[src/rtl/toggle_timer_pkg.sv]
package toggle_timer_pkg;
    parameter int CNT_W = 16;
    parameter int NCH   = 2;

    // control word bit layout
    localparam int RUN_BIT = 0;
    localparam int EN_LSB  = 1;
    localparam int LVL_LSB = EN_LSB + NCH;
    localparam int ADDR_W  = $clog2(NCH + 2);

    typedef struct packed {
        logic                      run;
        logic [NCH-1:0]            en;
        logic [NCH-1:0]            lvl;
        logic [NCH-1:0][CNT_W-1:0] cmp;
    } regs_t;
endpackage

[src/rtl/tt_counter.sv]
module tt_counter
    import toggle_timer_pkg::*;
(
    input  logic             clk,
    input  logic             rst_n,
    input  logic             run,
    input  logic             tick,
    output logic [CNT_W-1:0] cnt
);
    logic [CNT_W-1:0] cnt_d, cnt_q;

    always_comb begin
        cnt_d = cnt_q;
        if (!run)
            cnt_d = '0;
        else if (tick)
            cnt_d = cnt_q + CNT_W'(1);
    end

    always_ff @(posedge clk or negedge rst_n) begin
        if (!rst_n) cnt_q <= '0;
        else        cnt_q <= cnt_d;
    end

    assign cnt = cnt_q;

    AST_COUNT_STEP: assert property (@(posedge clk) disable iff (!rst_n)
        (run && tick) |=> (cnt_q == $past(cnt_q) + CNT_W'(1)));
    AST_COUNT_HOLD: assert property (@(posedge clk) disable iff (!rst_n)
        (run && !tick) |=> $stable(cnt_q));
    AST_STOP_ZERO: assert property (@(posedge clk) disable iff (!rst_n)
        (!run) |=> (cnt_q == '0));
endmodule

[src/rtl/tt_channel.sv]
module tt_channel
    import toggle_timer_pkg::*;
(
    input  logic             clk,
    input  logic             rst_n,
    input  logic             act,
    input  logic             tick,
    input  logic [CNT_W-1:0] cnt,
    input  logic [CNT_W-1:0] cmp,
    input  logic             lvl,
    output logic             pin
);
    logic tog_d, tog_q;
    logic hit;

    always_comb begin
        hit   = tick && (cnt == cmp);
        tog_d = act ? (tog_q ^ hit) : 1'b0;
    end

    always_ff @(posedge clk or negedge rst_n) begin
        if (!rst_n) tog_q <= 1'b0;
        else        tog_q <= tog_d;
    end

    // idle level is the inverse of the level-select bit
    assign pin = act ? (~lvl ^ tog_q) : ~lvl;

    AST_PHASE_CLEAR: assert property (@(posedge clk) disable iff (!rst_n)
        (!act) |=> (tog_q == 1'b0));
    AST_TOGGLE_HIT: assert property (@(posedge clk) disable iff (!rst_n)
        (act && hit) |=> (tog_q != $past(tog_q)));
    AST_NO_SPURIOUS: assert property (@(posedge clk) disable iff (!rst_n)
        (act && !hit) |=> $stable(tog_q));
endmodule

[src/rtl/toggle_timer_out.sv]
module toggle_timer_out
    import toggle_timer_pkg::*;
(
    input  logic              clk,
    input  logic              rst_n,
    input  logic              tick,
    input  logic              wr_en,
    input  logic [ADDR_W-1:0] wr_addr,
    input  logic [CNT_W-1:0]  wr_data,
    output logic [NCH-1:0]    tmr_out
);
    regs_t            regs_d, regs_q;
    logic [CNT_W-1:0] cnt;

    always_comb begin
        regs_d = regs_q;
        if (wr_en) begin
            if (wr_addr == '0) begin
                regs_d.run = wr_data[RUN_BIT];
                regs_d.en  = wr_data[EN_LSB +: NCH];
                regs_d.lvl = wr_data[LVL_LSB +: NCH];
            end
            for (int i = 0; i < NCH; i++) begin
                if (int'(wr_addr) == i + 1)
                    regs_d.cmp[i] = wr_data;
            end
        end
    end

    always_ff @(posedge clk or negedge rst_n) begin
        if (!rst_n) regs_q <= '0;
        else        regs_q <= regs_d;
    end

    tt_counter u_cnt (
        .clk   (clk),
        .rst_n (rst_n),
        .run   (regs_q.run),
        .tick  (tick),
        .cnt   (cnt)
    );

    for (genvar g = 0; g < NCH; g++) begin : g_ch
        tt_channel u_ch (
            .clk   (clk),
            .rst_n (rst_n),
            .act   (regs_q.run && regs_q.en[g]),
            .tick  (tick),
            .cnt   (cnt),
            .cmp   (regs_q.cmp[g]),
            .lvl   (regs_q.lvl[g]),
            .pin   (tmr_out[g])
        );

        AST_IDLE_LEVEL: assert property (@(posedge clk) disable iff (!rst_n)
            (!regs_q.run || !regs_q.en[g]) |-> (tmr_out[g] == ~regs_q.lvl[g]));
    end

    AST_IGNORED_ADDR: assert property (@(posedge clk) disable iff (!rst_n)
        (wr_en && int'(wr_addr) > NCH) |=> (regs_q == $past(regs_q)));
endmodule

[config.mk]
export PLATFORM = sky130hd
export DESIGN_NAME = toggle_timer_out
export DESIGN_NICKNAME = d
export VERILOG_FILES = /design/src/rtl/toggle_timer_pkg.sv /design/src/rtl/tt_counter.sv /design/src/rtl/tt_channel.sv /design/src/rtl/toggle_timer_out.sv
export SDC_FILE = /design/constraint.sdc
export NUM_CORES = 1
export LEC_CHECK = 0
export BUFFER_PORTS_ARGS = -buffer_cell sky130_fd_sc_hd__buf_2
export CORE_ASPECT_RATIO = 1.1
export CORE_UTILIZATION = 45
export CTS_BUF_LIST = sky130_fd_sc_hd__clkbuf_16
export CTS_CLUSTER_SIZE = 25
export DETAILED_ROUTE_END_ITERATION = 8
export PLACE_DENSITY = 0.68
export SETUP_SLACK_MARGIN = 0.3
export SKIP_LAST_GASP = 1
export SYNTH_ARGS = -nofsm -noshare
export SYNTH_HDL_FRONTEND = slang
export SYNTH_SLANG_ARGS = --single-unit
export TNS_END_PERCENT = 1
[constraint.sdc]
create_clock -name clk -period 2.4 [get_ports clk]
set_clock_uncertainty 0.15 [all_clocks]
set_input_delay 0.24 -clock clk [delete_from_list [all_inputs] [get_ports clk]]
set_output_delay 0.24 -clock clk [all_outputs]
set_load 0.1 [all_outputs]
==> flow_metrics.py <==
metrics = {
    "outcome": {
        "status": "complete, no violations",
    },
    "logic_synthesis": {
        "synth_common_cells": "55 x dfrtp_1, 37 x mux2_2, 32 x xnor2_1",
        "synth_edf_count": 0,
        "yosysSeqAreaShare": 0.4962,
        "syn_area_per_cell_sq_um": 12.50,
        "synth-seq-cells": 55,
        "yosys.cell_count.top_type": "dfrtp_1",
        "yosys_most_used_dff": "dfrtp_1",
        "synth_cells": 222,
        "ys_types": 32,
        "async_flop_share": 1.000,
        "yosysTopAreaCellShare": 0.4962,
        "synth_area_leaders": "dfrtp_1 50%, mux2_2 15%, xnor2_1 10%",
        "synth_fp_nets": 245,
        "yosys.area.top_type": "dfrtp_1",
        "netlist_area_sq_mm": 0.002774,
        "yosys_warnings": 0,
    },
    "route": {
        "wl_um": 5171,
        "ant_nets": 0,
        "wire_per_inst_um": 16.06,
        "drt_first_pass_iters": 4,
        "drc": 0,
        "topRoutingLayerUsed": "met4",
        "drtIter0Drc": 83,
        "via_per_inst": 5.199,
        "met1Wirelength_um": 2378,
        "met3_length_um": 118,
        "wl_met2_um": 2625,
        "via_count": 1674,
    },
    "sta": {
        "relSlewSlack": 0.5840,
        "fin_ws_ns": 0.4113,
        "finalHoldViolCount": 0,
        "worstMarginPinSlew_ns": 0.6240,
        "fin_tns_setup_ns": 0,
        "setup_viol": 0,
        "maxClockFrequency_mhz": 502.8,
        "post-route-period-util": 0.8286,
        "fin_crit_ns": 1.989,
        "slew_violations": 0,
        "rsz0062_at_grt": "yes",
    },
    "die": {
        "num_io_pins": 24,
        "chipHeight_um": 84.35,
        "core_area_sq_mm": 0.005842,
        "die_w_um": 76.86,
        "die-area_sq_mm": 0.006483,
        "rows": 29,
        "initial_core_util": 0.4748,
    },
    "critical_path": {
        "crit_type": "reg2out",
        "crit_slowest_cell": "dfrtp_1",
        "cp_max_fo": 12,
        "path_buf_inv": 1,
        "critPathCaptureType": "output port",
        "crit_chain": "nand3_1 -> xor2_1 -> buf_2",
        "critPathTopFamily": "flip-flops",
        "cp.arrival_ns": 1.60,
        "startpoint_type": "flop",
        "slowest_delay_ns": 0.54,
        "crit_required_ns": 2.01,
    },
    "final_layout": {
        "nNetsFinal": 267,
        "final_layout_size_suffix_gt1_frac": 0.3224,
        "multi_input_area_sq_mm": 0.001291,
        "n_antenna_cell": 0,
        "final_area_sq_mm": 0.003083,
        "fillers": 512,
        "ff_latch_area_sq_mm": 0.001376,
        "synthToLayoutAreaGrowth_pct": 11.14,
    },
    "clock_tree": {
        "clockBufferDepth": 2,
        "clock_latency_ns": 0.29,
        "cts_tree": "yes",
        "cts.sinks": 55,
        "cts_made_buffers": 5,
        "clkTransAtPathRegs_ns": 0.07,
        "clockRootBuffer": "clkbuf_16",
        "htreeDepth": 2,
    },
    "power_and_ir_drop": {
        "ir_drop_uv": 482.5,
        "p_leak_nw": 1.291,
        "powerDensity_mw_per_mm2": 731.9,
        "finalPower_mw": 2.256,
    },
    "global_routing": {
        "antenna_found_initial": 0,
        "grt-ovfl-total": 0,
        "grt_pass1_vias": 1767,
        "grt_util_all_layers": 0.1775,
        "grt_max_degree": 31,
        "grt_pass1_wl_um": 8832,
    },
    "placed_design": {
        "post-place-ws_ns": 0.3927,
        "placedInstanceArea_sq_mm": 0.002930,
        "dp.final_hpwl_um": 3860,
        "port-buffer-count": 23,
        "place_congestion": 0.8351,
    },
    "run": {
        "max-cap-violations": 0,
    },
    "min_path": {
        "hp-class": "in2reg",
    },
}
[power breakdown]
group | switching (mW) | leakage (nW) | internal, mW | total, mW
logic | 0.197 | 0.533 | 0.210 | 0.408
registers | 0.108 | 0.688 | 1.05 | 1.16
clock network | 0.312 | 0.0701 | 0.377 | 0.688
total | 0.616 | 1.29 | 1.64 | 2.26
[placed cells by master, fill, tap and decap left out]
cell and count:
nand3b_1 4, nand3_1 9, nor3_1 1, xnor2_1 32
mux2_2 37, a21boi_0 3, nand4_2 1, o21ai_0 3
nor2b_1 1, buf_4 4, nand3_2 1, nand2_1 5
and2_1 12, inv_1 3, xor2_1 14, nor4_1 4
buf_2 23, nand4_1 8, nand2b_1 1, nor4_2 3
clkbuf_16 5, and3_4 1, ha_1 1, dfrtp_1 55
and3_2 2, dlygate4sd3_1 1, or3_1 3, clkinv_1 2
nand3_4 1, buf_12 1, nor3b_1 1, mux2i_1 3
[final timing paths]
path	endpoint	slack, ns	start	depth (start not counted)
worst min-delay path	regs_q[8]	0.04	wr_data[8]	2
worst max register to register	g_ch[1].u_ch.tog_q	0.46	u_cnt.cnt[6]	5
min in group asynchronous	regs_q[10]	0.35	rst_n	2
worst max-delay path	tmr_out[0]	0.41	regs_q[36]	3
max in group asynchronous	regs_q[34]	1.17	rst_n	3
worst min register to register	regs_q[28]	0.38	regs_q[28]	1
[cell type report]
class                   count  share of cell area
inverters                   2            0.002435
clock inverters             3            0.003653
repair buffers             29             0.05682
well taps                  77             0.03125
flip-flops and latches     55              0.4464
multi-input cells         151              0.4188
clock buffers               5             0.04058
[per-stage QoR]
| stage | instances | hold slack (ns) | utilization |
|---|---|---|---|
| 2_1_floorplan | 222 | -0.2056 | - |
| 3_3_place_gp | 313 | 0.1389 | 0.5016 |
| 3_5_place_dp | 313 | 0.1442 | 0.5016 |
| 4_1_cts | 322 | 0.03811 | 0.5267 |
| 5_1_grt | 322 | 0.03971 | 0.5277 |
| 6_report | 322 | 0.04318 | 0.5277 |
[repair_timing]
| action | 4_1_cts | 5_1_grt |
|---|---|---|
| hold buffers | 1 | 0 |
| buffers inserted | 0 | 0 |
| endpoints found under the hold margin | 25 | 0 |
| endpoints found under the setup margin | 0 | 3 |
| gates resized for setup | 0 | 1 |
[sequential cells by signal (all words and copies together) (netlist names)]
| name | flops |
|---|---|
| regs_q | 37 |
| g_ch.u_ch.tog_q | 2 |
| u_cnt.cnt | 16 |
[cell families after synthesis]
| kind of cell | count (synthesis) | share of synthesized area |
|---|---|---|
| buf+inv | 16 | 0.04060 |
| fa+ha+maj | 1 | 0.004510 |
| compound gates | 6 | 0.01353 |
| xor+xnor | 46 | 0.1452 |
| flops | 55 | 0.4962 |
| mux | 40 | 0.1610 |
| simple gates | 58 | 0.1389 |
[metal layers]
metal  up-vias  global-route usage
li1        809                   -
met1       838              0.2345
met2        22              0.3019
met3         5             0.03261
met4         0             0.04196
met5         -                   0
No activity file was read; power rests on OpenSTA's default activity.
